==> config.mk <==
export PLATFORM = sky130hd
export DESIGN_NAME = trie_lpm_engine
export DESIGN_NICKNAME = d
export VERILOG_FILES = /design/src/rtl/trie_pkg.sv /design/src/rtl/trie_node_ram.sv /design/src/rtl/trie_prefix_match.sv /design/src/rtl/trie_lpm_engine.sv
export SDC_FILE = /design/constraint.sdc
export NUM_CORES = 2
export LEC_CHECK = 0
export ABC_AREA = 1
export BUFFER_PORTS_ARGS = -buffer_cell sky130_fd_sc_hd__buf_4
export CELL_PAD_IN_SITES_DETAIL_PLACEMENT = 0
export CELL_PAD_IN_SITES_GLOBAL_PLACEMENT = 1
export CORE_ASPECT_RATIO = 1.25
export CORE_MARGIN = 4
export CORE_UTILIZATION = 35
export DETAILED_ROUTE_END_ITERATION = 16
export GPL_TIMING_DRIVEN = 0
export HOLD_SLACK_MARGIN = 0.1
export PLACE_DENSITY_LB_ADDON = 0.3
export SYNTH_ARGS = -nofsm -noshare
export SYNTH_HDL_FRONTEND = slang
export SYNTH_MEMORY_MAX_BITS = 65536
export SYNTH_SLANG_ARGS = --single-unit
==> constraint.sdc <==
create_clock -name clk -period 5.9 [get_ports clk]
set_input_delay 0.295 -clock clk [delete_from_list [all_inputs] [get_ports clk]]
set_output_delay 0.295 -clock clk [all_outputs]
set_load 0.005 [all_outputs]
==> src/rtl/trie_pkg.sv <==
package trie_pkg;
    parameter int ADDR_W     = 32;
    parameter int PTR_W      = 6;
    parameter int HOP_W      = 8;
    parameter int MAX_VISITS = 32;

    localparam int DEPTH = 1 << PTR_W;
    localparam int POS_W = $clog2(ADDR_W + 1);
    localparam int VIS_W = $clog2(MAX_VISITS + 1);
    localparam logic [PTR_W-1:0] NULL_PTR = {PTR_W{1'b1}};

    typedef struct packed {
        logic [POS_W-1:0]  pos;
        logic [PTR_W-1:0]  left;
        logic [PTR_W-1:0]  right;
        logic              is_pfx;
        logic [ADDR_W-1:0] prefix;
        logic [POS_W-1:0]  plen;
        logic [HOP_W-1:0]  hop;
    } node_t;

    typedef enum logic [1:0] {
        S_IDLE,
        S_FETCH,
        S_EVAL,
        S_DONE
    } state_t;
endpackage

==> src/rtl/trie_node_ram.sv <==
module trie_node_ram
    import trie_pkg::*;
(
    input  logic             clk,
    input  logic             we,
    input  logic [PTR_W-1:0] waddr,
    input  node_t            wdata,
    input  logic [PTR_W-1:0] raddr,
    output node_t            rdata
);
    node_t mem [DEPTH];

    always_ff @(posedge clk) begin
        if (we) begin
            mem[waddr] <= wdata;
        end
        rdata <= mem[raddr];
    end
endmodule

==> src/rtl/trie_prefix_match.sv <==
module trie_prefix_match
    import trie_pkg::*;
(
    input  logic [ADDR_W-1:0] addr,
    input  logic [ADDR_W-1:0] prefix,
    input  logic [POS_W-1:0]  plen,
    output logic              hit
);
    logic [ADDR_W-1:0] mask;
    logic [POS_W-1:0]  drop;

    always_comb begin
        drop = POS_W'(ADDR_W) - plen;
        mask = {ADDR_W{1'b1}} << drop;
        hit  = (plen <= POS_W'(ADDR_W)) && (((addr ^ prefix) & mask) == '0);
    end
endmodule

==> src/rtl/trie_lpm_engine.sv <==
module trie_lpm_engine
    import trie_pkg::*;
(
    input  logic              clk,
    input  logic              rst_n,
    input  logic              wr_en,
    input  logic [PTR_W-1:0]  wr_idx,
    input  logic [POS_W-1:0]  wr_pos,
    input  logic [PTR_W-1:0]  wr_left,
    input  logic [PTR_W-1:0]  wr_right,
    input  logic              wr_is_pfx,
    input  logic [ADDR_W-1:0] wr_prefix,
    input  logic [POS_W-1:0]  wr_plen,
    input  logic [HOP_W-1:0]  wr_hop,
    input  logic              lk_valid,
    input  logic [ADDR_W-1:0] lk_addr,
    output logic              lk_ready,
    output logic              res_done,
    output logic              res_miss,
    output logic [HOP_W-1:0]  res_hop
);
    typedef struct packed {
        state_t            state;
        logic [ADDR_W-1:0] addr;
        logic [PTR_W-1:0]  ptr;
        logic [HOP_W-1:0]  best;
        logic              have;
        logic [VIS_W-1:0]  visits;
        logic [HOP_W-1:0]  out_hop;
        logic              out_miss;
    } eng_t;

    eng_t  eng_d, eng_q;
    node_t node_w, node_r;
    logic  pfx_hit;

    assign node_w = '{pos: wr_pos, left: wr_left, right: wr_right, is_pfx: wr_is_pfx,
                      prefix: wr_prefix, plen: wr_plen, hop: wr_hop};

    trie_node_ram u_ram (
        .clk   (clk),
        .we    (wr_en),
        .waddr (wr_idx),
        .wdata (node_w),
        .raddr (eng_q.ptr),
        .rdata (node_r)
    );

    trie_prefix_match u_cmp (
        .addr   (eng_q.addr),
        .prefix (node_r.prefix),
        .plen   (node_r.plen),
        .hit    (pfx_hit)
    );

    logic [ADDR_W-1:0] shifted;
    logic              pos_ok, bit_v, stop, go, new_have;
    logic [PTR_W-1:0]  child;
    logic [HOP_W-1:0]  new_best;
    logic [VIS_W-1:0]  vis_next;

    always_comb begin
        eng_d    = eng_q;
        pos_ok   = (node_r.pos != '0) && (node_r.pos <= POS_W'(ADDR_W));
        shifted  = eng_q.addr << (node_r.pos - POS_W'(1));
        bit_v    = shifted[ADDR_W-1];
        child    = bit_v ? node_r.right : node_r.left;
        vis_next = eng_q.visits + VIS_W'(1);
        stop     = node_r.is_pfx && !pfx_hit;
        new_have = eng_q.have | (node_r.is_pfx & pfx_hit);
        new_best = (node_r.is_pfx && pfx_hit) ? node_r.hop : eng_q.best;
        go       = !stop && pos_ok && (child != NULL_PTR) && (vis_next < VIS_W'(MAX_VISITS));

        unique case (eng_q.state)
            S_IDLE: begin
                if (lk_valid) begin
                    eng_d.addr   = lk_addr;
                    eng_d.ptr    = '0;
                    eng_d.best   = '0;
                    eng_d.have   = 1'b0;
                    eng_d.visits = '0;
                    eng_d.state  = S_FETCH;
                end
            end
            S_FETCH: eng_d.state = S_EVAL;
            S_EVAL: begin
                eng_d.visits = vis_next;
                eng_d.have   = new_have;
                eng_d.best   = new_best;
                if (go) begin
                    eng_d.ptr   = child;
                    eng_d.state = S_FETCH;
                end else begin
                    eng_d.out_hop  = new_have ? new_best : '0;
                    eng_d.out_miss = !new_have;
                    eng_d.state    = S_DONE;
                end
            end
            S_DONE: eng_d.state = S_IDLE;
            default: eng_d.state = S_IDLE;
        endcase
    end

    always_ff @(posedge clk or negedge rst_n) begin
        if (!rst_n) begin
            eng_q <= '{state: S_IDLE, default: '0};
        end else begin
            eng_q <= eng_d;
        end
    end

    assign lk_ready = (eng_q.state == S_IDLE);
    assign res_done = (eng_q.state == S_DONE);
    assign res_miss = eng_q.out_miss;
    assign res_hop  = eng_q.out_hop;
endmodule

Yosys cells after proc, flatten, opt, wreduce, memory -nomap -nowiden:

Memories as Yosys holds them, arrays and structs flattened. A register that Yosys moved wholly into a read port is not among the register bits.
Index checks and enable logic that the tools add are counted.
Widths: inputs -> output; s select.

* register bits after elaboration: 64
* memory bits (writable): 4160
* input port bits: 107
* output and inout port bits: 11
* logic and storage cells: 56
* memories kept: 1

Memories
* u_ram.mem: depth 64, width 65, rd ports 1, clocked after Yosys merged registers in 1, write ports 1, line trie_node_ram.sv:11 `node_t mem [DEPTH];`

* add/sub/neg operators: 3
* order comparisons: 3
* equal/unequal tests: 6
* shift-type cells: 2
* multiplexer cells: 10
* bitwise gates (word level): 5
* reduce and logical (&&, ||, !) cells: 18

Operators with widths (count)
* $mux 55: 1
* $pmux 21 s2: 1
* $and 32x32->32: 1
* $logic_not 32->1: 1
* $shl 32x6->32: 1
* $shl 32x6->32 const A: 1
* $xor 32x32->32: 1
* $mux 8: 2
* $le 6x6->1 const B: 2
* $mux 6: 2
* $pmux 2 s4: 1
* $logic_and 1x1->1: 7
* $add 6x1->6 const B: 1
* $lt 6x6->1 const B: 1
* $ne 6x6->1 const B: 1
* $reduce_and 2->1: 3
* $reduce_bool 6->1: 1
* $sub 6x1->6 const B: 1
* $sub 6x6->6 const A: 1
* $eq 2x2->1 const B: 2
* $ne 2x2->1 const B: 2
* $logic_not 1->1: 3
* $reduce_and 3->1: 1
* $eq 2x1->1 const B: 1
* 7 further kinds: 8

Logic depth before layout (Yosys ltp):

* word-level depth: 13
* gate-level depth with buffers: 21
* gate-level depth less buffers: 19

By module:

A second synthesis with hierarchy kept.

* cell total of the unflattened synthesis: 14234
* area total of the unflattened synthesis: 171485.7 sq um

By module, submodules not included
* trie_node_ram: instances 1, cells an instance 13613, area an instance 167127.8 sq um, sequential area each 126221.1 sq um
* trie_lpm_engine: instances 1, cells an instance 439, area an instance 3353.2 sq um, sequential area each 1601.5 sq um
* trie_prefix_match: instances 1, cells an instance 182, area an instance 1004.7 sq um, sequential area each 0.0 sq um

Least setup slack after synthesis:

No wires, ideal clock.

* kind: input to register
* start point: input wr_en
* end point: memory u_ram.mem[48][0] (netlist name) (enable)
* setup time: 0.650 ns
* arrival time: 7.025 ns
* data required time: 5.250 ns
* setup slack: -1.775 ns
* cell stages on the path: 3
* path buffers: 1
* path through: clkbuf_1 > nand4_1 > nor4_1

* cells in the longest elaborated chain, start to end: 2

RTL lines
* start, declared: line trie_lpm_engine.sv:6 `input logic wr_en,`
* $mux 1: line trie_node_ram.sv:14 `if (we) begin`
* $mux 1 (not written as such): line trie_node_ram.sv:15 `mem[waddr] <= wdata;`
* end, declared: line trie_node_ram.sv:11

Every way passes these cells.

==> run summary <==
Clock Path Buffers -> 4
Crit path kind -> reg -> reg
Grt total ovfl -> 0
Max-slew violation count -> 55
Worst skew pair latency -> 1.05 ns
Net count after synthesis -> 12.73k
Worst Setup End Kind -> flip-flop
Netlist cell types -> 41
Most numerous cell in the Yosys netlist -> edfxtp_1
First DRT Iteration DRCs -> 18.75k
Post-DP HPWL -> 536600 microns
CTS clock-pin slew for the worst setup and hold paths -> 0.07 ns
First-pass GRT wire length -> 994500 microns
Vias per cell -> 5.923
CP max FO -> 10
Post-synth top area share -> 0.7477
Largest net degree at the start of global routing -> 65
Fin crit share -> 1.052
Setup Viol. Count Final -> 23
DR WL/cell -> 37.33 microns
Internal power -> 57.69 mW
Final WS setup -> -0.3049 ns
TritonCTS Buffers -> 414
Peak supply drop -> 326.6 uV
Minimum clock period -> 6.205 ns
Core Util, Final -> 0.4148
Critical Path RT -> 6.78 ns
Htree depth -> 5
Area Growth Syn to Fin -> 18.08%
Run status -> finished with violations
CP Launch Type -> flip-flop
Async SR Flop Fraction -> 0.01492
Share of the yosys chip area belonging to registers -> 0.7651
Syn avg cell area -> 13.24 sq um
FILL cells -> 44.11k
Core ar. -> 0.4755 sq mm
Sw Share -> 0.4349
Seq pwr share -> 0.338
DR vias -> 120.2k
I/O pin count -> 118
# clock sinks -> 4289
Switching pwr -> 44.40 mW
Synth area leader -> edfxtp_1
Slew @ Worst Pin -> 1.676 ns
Clock skew -> 0.05263 ns
Final routed DRC violation total -> 0
Prevailing post-synth register cell -> edfxtp_1
Top cells by area, synth -> edfxtp_1 (75%), o21ai_0 (8.0%), nor2_1 (6.4%), o22ai_1 (4.9%), clkbuf_1 (1.7%)
Multi-input combinational cell area -> 0.03576 sq mm
DIE HEIGHT -> 780.4 microns
Row count -> 283
Initial antenna violation count -> 93
Fin area -> 0.1973 sq mm
Share of layout cells above drive strength 1 -> 0.09957
CTS tree -> done
Most instantiated cells after synthesis -> edfxtp_1 (4160), nor2_1 (2839), o21ai_0 (2680)
PD cells -> 517.5 mW/mm^2
GRT Total Usage -> 0.2998
Number of global-route vias before repair -> 111.7k
Maxcap violations -> 11
Initial Utilization -> 0.3513
Combinational share of power -> 0.394
Sequential Area -> 0.1278 sq mm
Relative slew slack -> -0.1170
Final wirelength -> 757400 microns
Drt pass-1 iters -> 7
Post-synth EDFFs -> 4160
Post-Syn Area -> 0.1671 sq mm
Final hold vios -> 0
Post-CTS setup buffers -> 0
Fmax -> 0.1612 GHz
Post-synthesis cell count -> 12.62k
Power share of the clock group -> 0.268
Final #Nets -> 13.75k
Yosys warning total -> 0
Failing checks -> capacitance limit, slew limit, setup timing
Antenna Nets Post-Route -> 0
Leak Pwr -> 63.31 nW
DP Area -> 0.1820 sq mm
Crit path arrival time -> 7.09 ns
FF+latch count, synth -> 4289
Final Power -> 102.1 mW
Die ar. -> 0.4885 sq mm
DIE WIDTH -> 626.0 microns
IO Port Bufs -> 113
Worst hold path type -> in -> reg
CTS root buf -> clkbuf_16
Routability cong. -> 0.9924
RSZ-0062 raised after global routing -> no
Final hold slack -> 0.1873 ns
[critical path, stage by stage, from the launching register on]
cell and delay (ns):
dfrtp_1 0.37, buf_4 0.24, clkinvlp_4 0.61, buf_2 0.81, clkdlybuf4s15_1 1.03, clkbuf_2 0.85
nor2_1 0.28, o32ai_1 0.85, nor2_1 0.36, o22ai_1 0.60
[timing repair]
action	in CTS	in global routing
hold buffers	143	0
hold endpoints to repair	4162	0
setup endpoints to repair	56	1
gates resized for setup	13	3
cloned	0	0
[layout make-up]
type                       count  share of cell area
sequential                  4289              0.6479
multi-input combinational   7320              0.1813
clock buffer                 517             0.05604
timing repair buffer         604             0.04057
tap                         6270             0.03977
buffer                       935             0.01940
clock inverter               242             0.01312
inverter                      73            0.001421
antenna                       38           0.0004820
[power by group through the flow]
| stage | Combinational (mW) | Clock [mW] | Sequential, mW |
|---|---|---|---|
| finish | 40.2 | 27.3 | 34.5 |
| global route | 40.7 | 28.7 | 34.6 |
| CTS | 38.7 | 27.4 | 34.5 |
| detailed placement | 38.4 | 0 | 35.2 |
| global placement | 38.1 | 0 | 35.2 |
| floorplan | 16.9 | 0 | 35.0 |
[layout by cell type, fill, tap and decap left out, types with 9 or more instances in the layout]
cell,instances
a21oi_1,11
xor2_1,27
bufinv_16,44
buf_4,242
clkbuf_1,793
diode_2,38
nand2_1,184
buf_6,21
clkbuf_2,37
o22ai_1,1303
o21ai_0,2680
buf_12,180
mux2_2,29
dfrtp_1,64
nor2_4,58
dfxtp_1,65
clkinvlp_4,16
clkbuf_8,17
nand3_1,93
clkinv_2,77
buf_16,40
o32ai_1,42
buf_1,33
buf_2,127
nand4_1,18
clkbuf_16,420
inv_6,9
clkinv_1,74
o21ai_1,17
inv_1,68
dlygate4sd3_1,142
nor2_1,2783
edfxtp_1,4160
[through the flow]
step,instances,setup TNS (ns),setup WS (ns)
floorplan,12617,-923.17,-1.775
global placement,19000,-,-15.81
detailed placement,19347,-21.52,-1.237
CTS,20249,0,0.06223
global route,20258,0,0.002962
finish,20288,-3.497,-0.3049
[flip-flops by register name, indices dropped and copies added, names as in the netlist]
register     cells
res_hop          8
res_miss         1
u_ram.mem     4160
u_ram.rdata     65
eng_q           55
[routing by layer]
metal,share of wire,wire length (microns),GRT usage,vias up
met1,0.35,262800,0.3562,60967
met3,0.098,74540,0.06149,1901
li1,-,-,-,49443
met2,0.46,345800,0.4736,7797
met4,0.097,73690,0.2377,50
met5,0.00071,535,0,-
[kinds of logic after synthesis]
kind of cell             Yosys count  synth area share
multiplexers                      29          0.001955
flip-flops                      4289            0.7651
AND/OR/NAND/NOR                 3173           0.07315
XOR/XNOR                          32          0.001678
buffers and inverters           1008           0.02427
adder cells (fa/ha/maj)            7         0.0005242
AO/OA/AOI/OAI                   4079            0.1333
[final timing paths]
| check | startpoint | endpoint | slack, ns | cells past startpoint |
|---|---|---|---|---|
| max | eng_q[26] | u_ram.rdata[63] | -0.30 | 9 |
| min | wr_idx[5] | u_ram.mem[53][35] | 0.19 | 3 |
| max reg2reg | eng_q[26] | u_ram.rdata[63] | -0.30 | 9 |
| min reg2reg | res_hop[7] | res_hop[7] | 0.47 | 2 |
| max in group asynchronous | rst_n | eng_q[25] | 5.24 | 4 |
| min in group asynchronous | rst_n | eng_q[61] | 0.35 | 4 |
No activity file was read; power rests on OpenSTA's default activity.
